**config.mk**
```make
export PLATFORM = sky130hd
export DESIGN_NAME = cc_timer_chan
export DESIGN_NICKNAME = d
export VERILOG_FILES = /design/src/rtl/tmr_pkg.sv /design/src/rtl/tmr_prescale.sv /design/src/rtl/tmr_counter.sv /design/src/rtl/tmr_flags.sv /design/src/rtl/cc_timer_chan.sv
export SDC_FILE = /design/constraint.sdc
export NUM_CORES = 1
export LEC_CHECK = 0
export ABC_AREA = 1
export BUFFER_PORTS_ARGS = -buffer_cell sky130_fd_sc_hd__buf_4
export CAP_MARGIN = 40
export CORE_UTILIZATION = 40
export CTS_CLUSTER_DIAMETER = 50
export DETAILED_ROUTE_END_ITERATION = 12
export PLACE_DENSITY = 0.56
export SLEW_MARGIN = 15
export SYNTH_ARGS = -nofsm -noshare
export SYNTH_HDL_FRONTEND = slang
export SYNTH_SLANG_ARGS = --single-unit
```
**constraint.sdc**
```tcl
create_clock -name clk -period 2 [get_ports clk]
set_input_delay 0.2 -clock clk [delete_from_list [all_inputs] [get_ports clk]]
set_output_delay 0.2 -clock clk [all_outputs]
set_load 0.05 [all_outputs]
```
**src/rtl/tmr_pkg.sv**
```systemverilog
package tmr_pkg;
  localparam int NFLAG    = 4;
  localparam int F_CMPCAP = 0;
  localparam int F_OVRUN  = 1;
  localparam int F_LIMIT  = 2;
  localparam int F_ZERO   = 3;

  localparam logic [2:0] A_CTRL  = 3'd0;
  localparam logic [2:0] A_LIMIT = 3'd1;
  localparam logic [2:0] A_CCR   = 3'd2;
  localparam logic [2:0] A_FLAGS = 3'd3;
  localparam logic [2:0] A_IEN   = 3'd4;
  localparam logic [2:0] A_COUNT = 3'd5;

  // low "sel" bits set: the prescaler fires when these bits are all ones
  function automatic logic [31:0] div_mask(input int unsigned sel);
    return (32'h1 << sel) - 32'h1;
  endfunction
endpackage

```
**src/rtl/tmr_prescale.sv**
```systemverilog
module tmr_prescale #(
  parameter int DIV_W = 4
) (
  input  logic             clk,
  input  logic             rst_n,
  input  logic             run,
  input  logic             dbg_mode,
  input  logic             dbg_run,
  input  logic [DIV_W-1:0] div,
  output logic             tick
);
  localparam int PC_W = (1 << DIV_W) - 1;

  logic [PC_W-1:0] pc_q;
  logic [PC_W-1:0] mask;
  logic            gate_en;

  assign gate_en = run & (~dbg_mode | dbg_run);
  assign mask    = PC_W'(tmr_pkg::div_mask(int'(div)));
  assign tick    = gate_en && ((pc_q & mask) == mask);

  always_ff @(posedge clk or negedge rst_n) begin
    if (!rst_n)       pc_q <= '0;
    else if (!run)    pc_q <= '0;
    else if (gate_en) pc_q <= pc_q + 1'b1;
  end

  // while gated off, the prescaler state does not move
  assert_gate_holds_R8: assert property (@(posedge clk) disable iff (!rst_n)
    ($past(run) && !$past(gate_en)) |-> pc_q == $past(pc_q));
endmodule

```
**src/rtl/tmr_counter.sv**
```systemverilog
module tmr_counter #(
  parameter int CNT_W = 16
) (
  input  logic             clk,
  input  logic             rst_n,
  input  logic             tick,
  input  logic             load,
  input  logic [CNT_W-1:0] load_val,
  input  logic [CNT_W-1:0] limit,
  input  logic [CNT_W-1:0] cmp_val,
  input  logic             cmp_mode,
  output logic [CNT_W-1:0] cnt,
  output logic             ev_limit,
  output logic             ev_zero,
  output logic             ev_match
);
  logic [CNT_W-1:0] cnt_q;
  logic [CNT_W-1:0] cnt_nxt;
  logic             step;

  function automatic logic [CNT_W-1:0] next_count(input logic [CNT_W-1:0] c,
                                                  input logic [CNT_W-1:0] m);
    return (c == m) ? '0 : c + 1'b1;
  endfunction

  assign cnt_nxt  = next_count(cnt_q, limit);
  assign step     = tick & ~load;
  assign ev_limit = step && (cnt_nxt == limit);
  assign ev_zero  = step && (cnt_nxt == '0);
  assign ev_match = step && cmp_mode && (cnt_nxt == cmp_val);
  assign cnt      = cnt_q;

  always_ff @(posedge clk or negedge rst_n) begin
    if (!rst_n)    cnt_q <= '0;
    else if (load) cnt_q <= load_val;
    else if (step) cnt_q <= cnt_nxt;
  end

  // stepping from the limit always lands on zero
  assert_wrap_R4: assert property (@(posedge clk) disable iff (!rst_n)
    ($past(tick) && !$past(load) && $past(cnt_q) == $past(limit)) |-> cnt_q == '0);
  // no step, no load -> counter unchanged
  assert_hold_no_tick_R9: assert property (@(posedge clk) disable iff (!rst_n)
    (!$past(tick) && !$past(load)) |-> cnt_q == $past(cnt_q));
endmodule

```
**src/rtl/tmr_flags.sv**
```systemverilog
module tmr_flags #(
  parameter int NF = 4
) (
  input  logic          clk,
  input  logic          rst_n,
  input  logic [NF-1:0] set_ev,
  input  logic [NF-1:0] clr,
  input  logic          ien_we,
  input  logic [NF-1:0] ien_wd,
  output logic [NF-1:0] flags,
  output logic [NF-1:0] ien,
  output logic          irq
);
  logic [NF-1:0] flags_q;
  logic [NF-1:0] ien_q;

  for (genvar i = 0; i < NF; i++) begin : g_flag
    always_ff @(posedge clk or negedge rst_n) begin
      if (!rst_n) flags_q[i] <= 1'b0;
      else        flags_q[i] <= (flags_q[i] & ~clr[i]) | set_ev[i];
    end

    // a flag only rises on its own event
    assert_rise_has_cause_R6: assert property (@(posedge clk) disable iff (!rst_n)
      (flags_q[i] && !$past(flags_q[i])) |-> $past(set_ev[i]));
    // a flag only falls on a write-one clear without a competing set
    assert_fall_on_clear_R6: assert property (@(posedge clk) disable iff (!rst_n)
      (!flags_q[i] && $past(flags_q[i])) |-> ($past(clr[i]) && !$past(set_ev[i])));
  end

  always_ff @(posedge clk or negedge rst_n) begin
    if (!rst_n)      ien_q <= '0;
    else if (ien_we) ien_q <= ien_wd;
  end

  assign flags = flags_q;
  assign ien   = ien_q;
  assign irq   = |(flags_q & ien_q);

  // overrun can only appear while the capture flag was pending
  assert_ovrun_needs_pending_R3: assert property (@(posedge clk) disable iff (!rst_n)
    (flags_q[tmr_pkg::F_OVRUN] && !$past(flags_q[tmr_pkg::F_OVRUN]))
      |-> $past(flags_q[tmr_pkg::F_CMPCAP]));
endmodule

```
**src/rtl/cc_timer_chan.sv**
```systemverilog
module cc_timer_chan #(
  parameter int CNT_W = 16,
  parameter int DIV_W = 4
) (
  input  logic             clk,
  input  logic             rst_n,
  input  logic             dbg_mode,
  input  logic             cap_trig,
  input  logic             wr_en,
  input  logic [2:0]       wr_addr,
  input  logic [CNT_W-1:0] wr_data,
  input  logic [2:0]       rd_addr,
  output logic [CNT_W-1:0] rd_data,
  output logic             irq
);
  import tmr_pkg::*;

  localparam int B_RUN  = 0;
  localparam int B_MODE = 1;
  localparam int B_DIV  = 4;
  localparam int B_DBG  = 8;

  logic             run_q, cap_mode_q, dbg_run_q;
  logic [DIV_W-1:0] div_q;
  logic [CNT_W-1:0] limit_q, ccr_q, cnt;
  logic             tick, cnt_ld, cap_ev;
  logic             ev_limit, ev_zero, ev_match;
  logic [NFLAG-1:0] set_ev, clr, flags, ien;
  logic             wr_ctrl, wr_limit, wr_ccr, wr_flags, wr_ien;

  assign wr_ctrl  = wr_en && (wr_addr == A_CTRL);
  assign wr_limit = wr_en && (wr_addr == A_LIMIT);
  assign wr_ccr   = wr_en && (wr_addr == A_CCR);
  assign wr_flags = wr_en && (wr_addr == A_FLAGS);
  assign wr_ien   = wr_en && (wr_addr == A_IEN);
  assign cnt_ld   = wr_en && (wr_addr == A_COUNT);
  assign cap_ev   = cap_trig & cap_mode_q;

  always_ff @(posedge clk or negedge rst_n) begin
    if (!rst_n) begin
      run_q      <= 1'b0;
      cap_mode_q <= 1'b0;
      dbg_run_q  <= 1'b0;
      div_q      <= '0;
      limit_q    <= '0;
      ccr_q      <= '0;
    end else begin
      if (wr_ctrl) begin
        run_q      <= wr_data[B_RUN];
        cap_mode_q <= wr_data[B_MODE];
        div_q      <= wr_data[B_DIV +: DIV_W];
        dbg_run_q  <= wr_data[B_DBG];
      end
      if (wr_limit) limit_q <= wr_data;
      if (cap_ev)      ccr_q <= cnt;
      else if (wr_ccr) ccr_q <= wr_data;
    end
  end

  tmr_prescale #(.DIV_W(DIV_W)) u_pre (
    .clk(clk), .rst_n(rst_n), .run(run_q), .dbg_mode(dbg_mode),
    .dbg_run(dbg_run_q), .div(div_q), .tick(tick)
  );

  tmr_counter #(.CNT_W(CNT_W)) u_cnt (
    .clk(clk), .rst_n(rst_n), .tick(tick), .load(cnt_ld), .load_val(wr_data),
    .limit(limit_q), .cmp_val(ccr_q), .cmp_mode(~cap_mode_q), .cnt(cnt),
    .ev_limit(ev_limit), .ev_zero(ev_zero), .ev_match(ev_match)
  );

  always_comb begin
    set_ev           = '0;
    set_ev[F_CMPCAP] = ev_match | cap_ev;
    set_ev[F_OVRUN]  = cap_ev & flags[F_CMPCAP];
    set_ev[F_LIMIT]  = ev_limit;
    set_ev[F_ZERO]   = ev_zero;
    clr              = wr_flags ? wr_data[NFLAG-1:0] : '0;
  end

  tmr_flags #(.NF(NFLAG)) u_flg (
    .clk(clk), .rst_n(rst_n), .set_ev(set_ev), .clr(clr), .ien_we(wr_ien),
    .ien_wd(wr_data[NFLAG-1:0]), .flags(flags), .ien(ien), .irq(irq)
  );

  always_comb begin
    rd_data = '0;
    case (rd_addr)
      A_CTRL: begin
        rd_data[B_RUN]          = run_q;
        rd_data[B_MODE]         = cap_mode_q;
        rd_data[B_DIV +: DIV_W] = div_q;
        rd_data[B_DBG]          = dbg_run_q;
      end
      A_LIMIT: rd_data = limit_q;
      A_CCR:   rd_data = ccr_q;
      A_FLAGS: rd_data[NFLAG-1:0] = flags;
      A_IEN:   rd_data[NFLAG-1:0] = ien;
      A_COUNT: rd_data = cnt;
      default: rd_data = '0;
    endcase
  end

  // a capture stores the counter value seen at the capture edge
  assert_capture_value_R2: assert property (@(posedge clk) disable iff (!rst_n)
    $past(cap_ev) |-> ccr_q == $past(cnt));
  // gated in debug -> counter frozen unless software loads it
  assert_debug_freeze_R8: assert property (@(posedge clk) disable iff (!rst_n)
    ($past(dbg_mode) && !$past(dbg_run_q) && !$past(cnt_ld)) |-> cnt == $past(cnt));
endmodule

```
==> key figures <==
Critical path
  • Crit path max-delay family: simple AND/OR/NAND/NOR gates
  • Most common cell on crit path: nand2_1
  • FF-to-FF Start: u_cnt.cnt[6]
  • WP data required: 2290 ps
  • Crit-path slowest cell: dfrtp_1
  • Critical path buffer and inverter count: 2
  • Critical path type: reg -> reg
  • Worst Setup SP: u_cnt.cnt[6]
  • Crit path arrival time: roughly 2500 ps
  • Max stage delay on crit path: 420 ps
  • CP cell instances: buf_4 > nand2_1 > nor2_4 > nand2_1 > nor2_2 > nand2_1 > nand2_1 > nand3_1 > nand2_1 > nand2_1 > nor2_2 > nand3_1 > nor2_1 > buf_4 > nand2_2 > nand2_1
  • Worst-path maximum fanout: 5
  • Endpoint type of the worst setup path: flop
  • Startpoint Class: flop

Synth
  • Cell with the most instances after synthesis: nand2_1
  • Number of synthesized flops with an enable pin: 0
  • Mapped Cells: 830
  • Yosys cell types: 42
  • Sequential area share after synthesis: 0.351
  • Dominant cell type by area after synthesis: dfrtp_1
  • Cell Area, Synth: 0.00556 sq mm
  • Syn_area_per_cell: 6.70 sq um
  • FF+latch count, synth: ~80
  • Async SR Flop Fraction: 1.00
  • Area contributors post-synth: dfrtp_1 (35%), nand2_1 (17%), inv_1 (6.3%), o21ai_0 (5.9%), nor2_1 (4.8%)
  • Synth top cells by count: nand2_1 (259), inv_1 (93), dfrtp_1 (78), nor2_1 (71), o21ai_0 (66)
  • Most used DFF post-synth: dfrtp_1
  • Synth warnings: 0
  • Synth Net Count: 860
  • Post-synth top area share: 0.351

Clocking
  • Clock buffer count from CTS: 9
  • H-tree depth: 3
  • Clk Tree Root Cell: clkbuf_16
  • Worst-skew pair later-pin latency: 350 ps
  • CTS Buffer Depth: 2
  • Clock-pin slew on the worst setup and hold paths: 70 ps
  • CTS tree: done
  • CTS Sinks: 78

STA
  • Clock Skew: 6.56 ps
  • Max-slew violation count: 0
  • Setup violators final: 18
  • Unrepaired setup endpoints after global routing: true
  • Setup TNS: -3160 ps
  • Final Hold Fails: 0
  • Hold slack: 94.3 ps
  • Fmax: 0.450 GHz
  • Fin crit share: 1.11
  • Setup WS post-layout: -222 ps
  • Worst rel slew slack: 0.581
  • Fin crit period: 2220 ps
  • Slew @ Worst Pin: 628 ps

Drt
  • Drt pass-1 iters: 5
  • Initial DRC count: 473
  • DRC viols: 0
  • Via count: 6274
  • WL/cell: approximately 17 microns
  • Vias/cell: 5.25
  • Drt total wl: 20100 microns
  • Antenna Nets Post-Route: 0

Hold path
  • HP Start: wr_data[11]
  • Hold crit path type: in -> reg

Layout
  • Antenna diodes: 0
  • Layout cell share with drive strength beyond 1: 0.343
  • Area grow syn2layout: 41.4%
  • Nets: 1044
  • Final instance area: 0.00787 sq mm

Run status
  • Failing checks: negative setup slack
  • Status: finished, violations left

Global routing
  • Initial antenna violation count: 0
  • Largest net degree at the start of global routing: 42
  • All-layer global routing usage: 0.283
  • Remaining global-route overflow: 0
  • Vias in the first global route: a little under 6k
  • First-pass GRT wire length: 31100 microns

Placement
  • GP Congestion: 0.963
  • Final HPWL DP: 14900 microns
  • Port Buffers: 43
  • Area after DPL: 0.00708 sq mm
  • Dpl ws: -299 ps

Floorplanning
  • Initial Utilization: 0.415
  • Die Span Y: 120 microns
  • Die area: 0.0144 sq mm
  • Die Width: 120 microns
  • Core area: 0.0134 sq mm
  • Num rows: 42
  • # IOs: 44

Flow run
  • Total of max-cap violations: 0

Power and ir drop
  • Static Leak: 3.86 nW
  • Peak VDD IR: 0.000508 V
  • Total power: 7.55 mW
  • PwrDens: 960 mW/mm^2
## worst min-delay path, cell delays in order
cell	delay [ps]
buf_4	90
nand2_1	60
nand3_2	60
## cell usage in the layout (no fill, tap or decap), types with 8 or more instances in the layout
master / netlist / routed
nand3_1: 52 / 44
inv_2: 23 / 29
xor2_1: 11 / 9
clkbuf_16: 0 / 10
nand2_1: 259 / 243
nand3_2: 7 / 11
nor2_2: 4 / 15
nor2_1: 71 / 55
dfrtp_1: 78 / 69
o21ai_1: 9 / 15
o21ai_0: 66 / 55
o211ai_1: 18 / 18
inv_1: 93 / 88
a21oi_1: 25 / 23
nor3_1: 14 / 8
nand2_2: 14 / 27
dfrtp_2: 0 / 9
nor2_4: 4 / 9
buf_4: 1 / 182
o221ai_1: 12 / 11
nand4_1: 9 / 9
## path summary, 6_finish.rpt
path                                  endpoint  slack [ps]  cells after the start
worst max-delay path            u_flg.flags[0]        -220                     16
max in group asynchronous        u_pre.pc_q[2]         930                      3
worst min-delay path             u_cnt.cnt[11]          90                      3
worst max register to register  u_flg.flags[0]        -220                     16
min in group asynchronous       u_pre.pc_q[11]         410                      2
worst min register to register       dbg_run_q         500                      2
## registers in the layout, summed over array words and instances, names as in the netlist
| signal | count |
|---|---|
| ccr_q | 16 |
| u_flg.ien | 4 |
| u_cnt.cnt | 16 |
| u_flg.flags | 4 |
| dbg_run_q | 1 |
| u_pre.pc_q | 15 |
| div_q | 4 |
| run_q | 1 |
| limit_q | 16 |
| cap_mode_q | 1 |
## where the power goes
group | switching (mW) | internal [mW]
registers | 0.306 | 1.89
clock network | 0.742 | 1.10
logic | 2.04 | 1.48
total | 3.09 | 4.47
## per-stage QoR
step / utilization / instances
floorplan: - / 830
global placement: 0.528 / 1165
detailed placement: 0.528 / 1165
CTS: 0.562 / 1188
global route: 0.587 / 1195
finish: 0.587 / 1195
## repair_timing
item | 4_1_cts | 5_1_grt
endpoints found under the hold margin | 39 | 0
buffers inserted | 6 | 7
gates cloned | 0 | 1
pin swaps | 13 | 23
hold buffers | 1 | 0
setup endpoints to repair | 19 | 23
resized for setup | 19 | 82
## per-layer routing
layer | up-vias | part of all wire | track usage
li1 | 3074 | - | -
met1 | 2961 | 0.48 | 0.411
met2 | 208 | 0.45 | 0.428
met3 | 31 | 0.055 | 0.0399
met4 | 0 | 0.021 | 0.100
met5 | - | 0 | 0
## cell families (layout without fill, tap and decap cells)
kind of cell	after synthesis	in the layout	synth area share
AOI/OAI and AO/OA	155	155	0.174
and+or+nand+nor	443	443	0.349
DFF	78	78	0.351
adders and majority gates	3	3	0.00675
buffers and inverters	140	329	0.102
xor gates and xnor gates	11	11	0.0173
## layout make-up
class / count / area, sq um
Clock buffer: 9 / 225
Clock inverter: 7 / 98.8
Fill cell: 1298 / 5530
Inverter: 119 / 447
Multi-Input combinational cell: 612 / 3370
Sequential cell: 78 / 1960
Tap cell: 176 / 220
Timing Repair Buffer: 194 / 1540
Note: power is estimated with default switching activity, not from simulation.
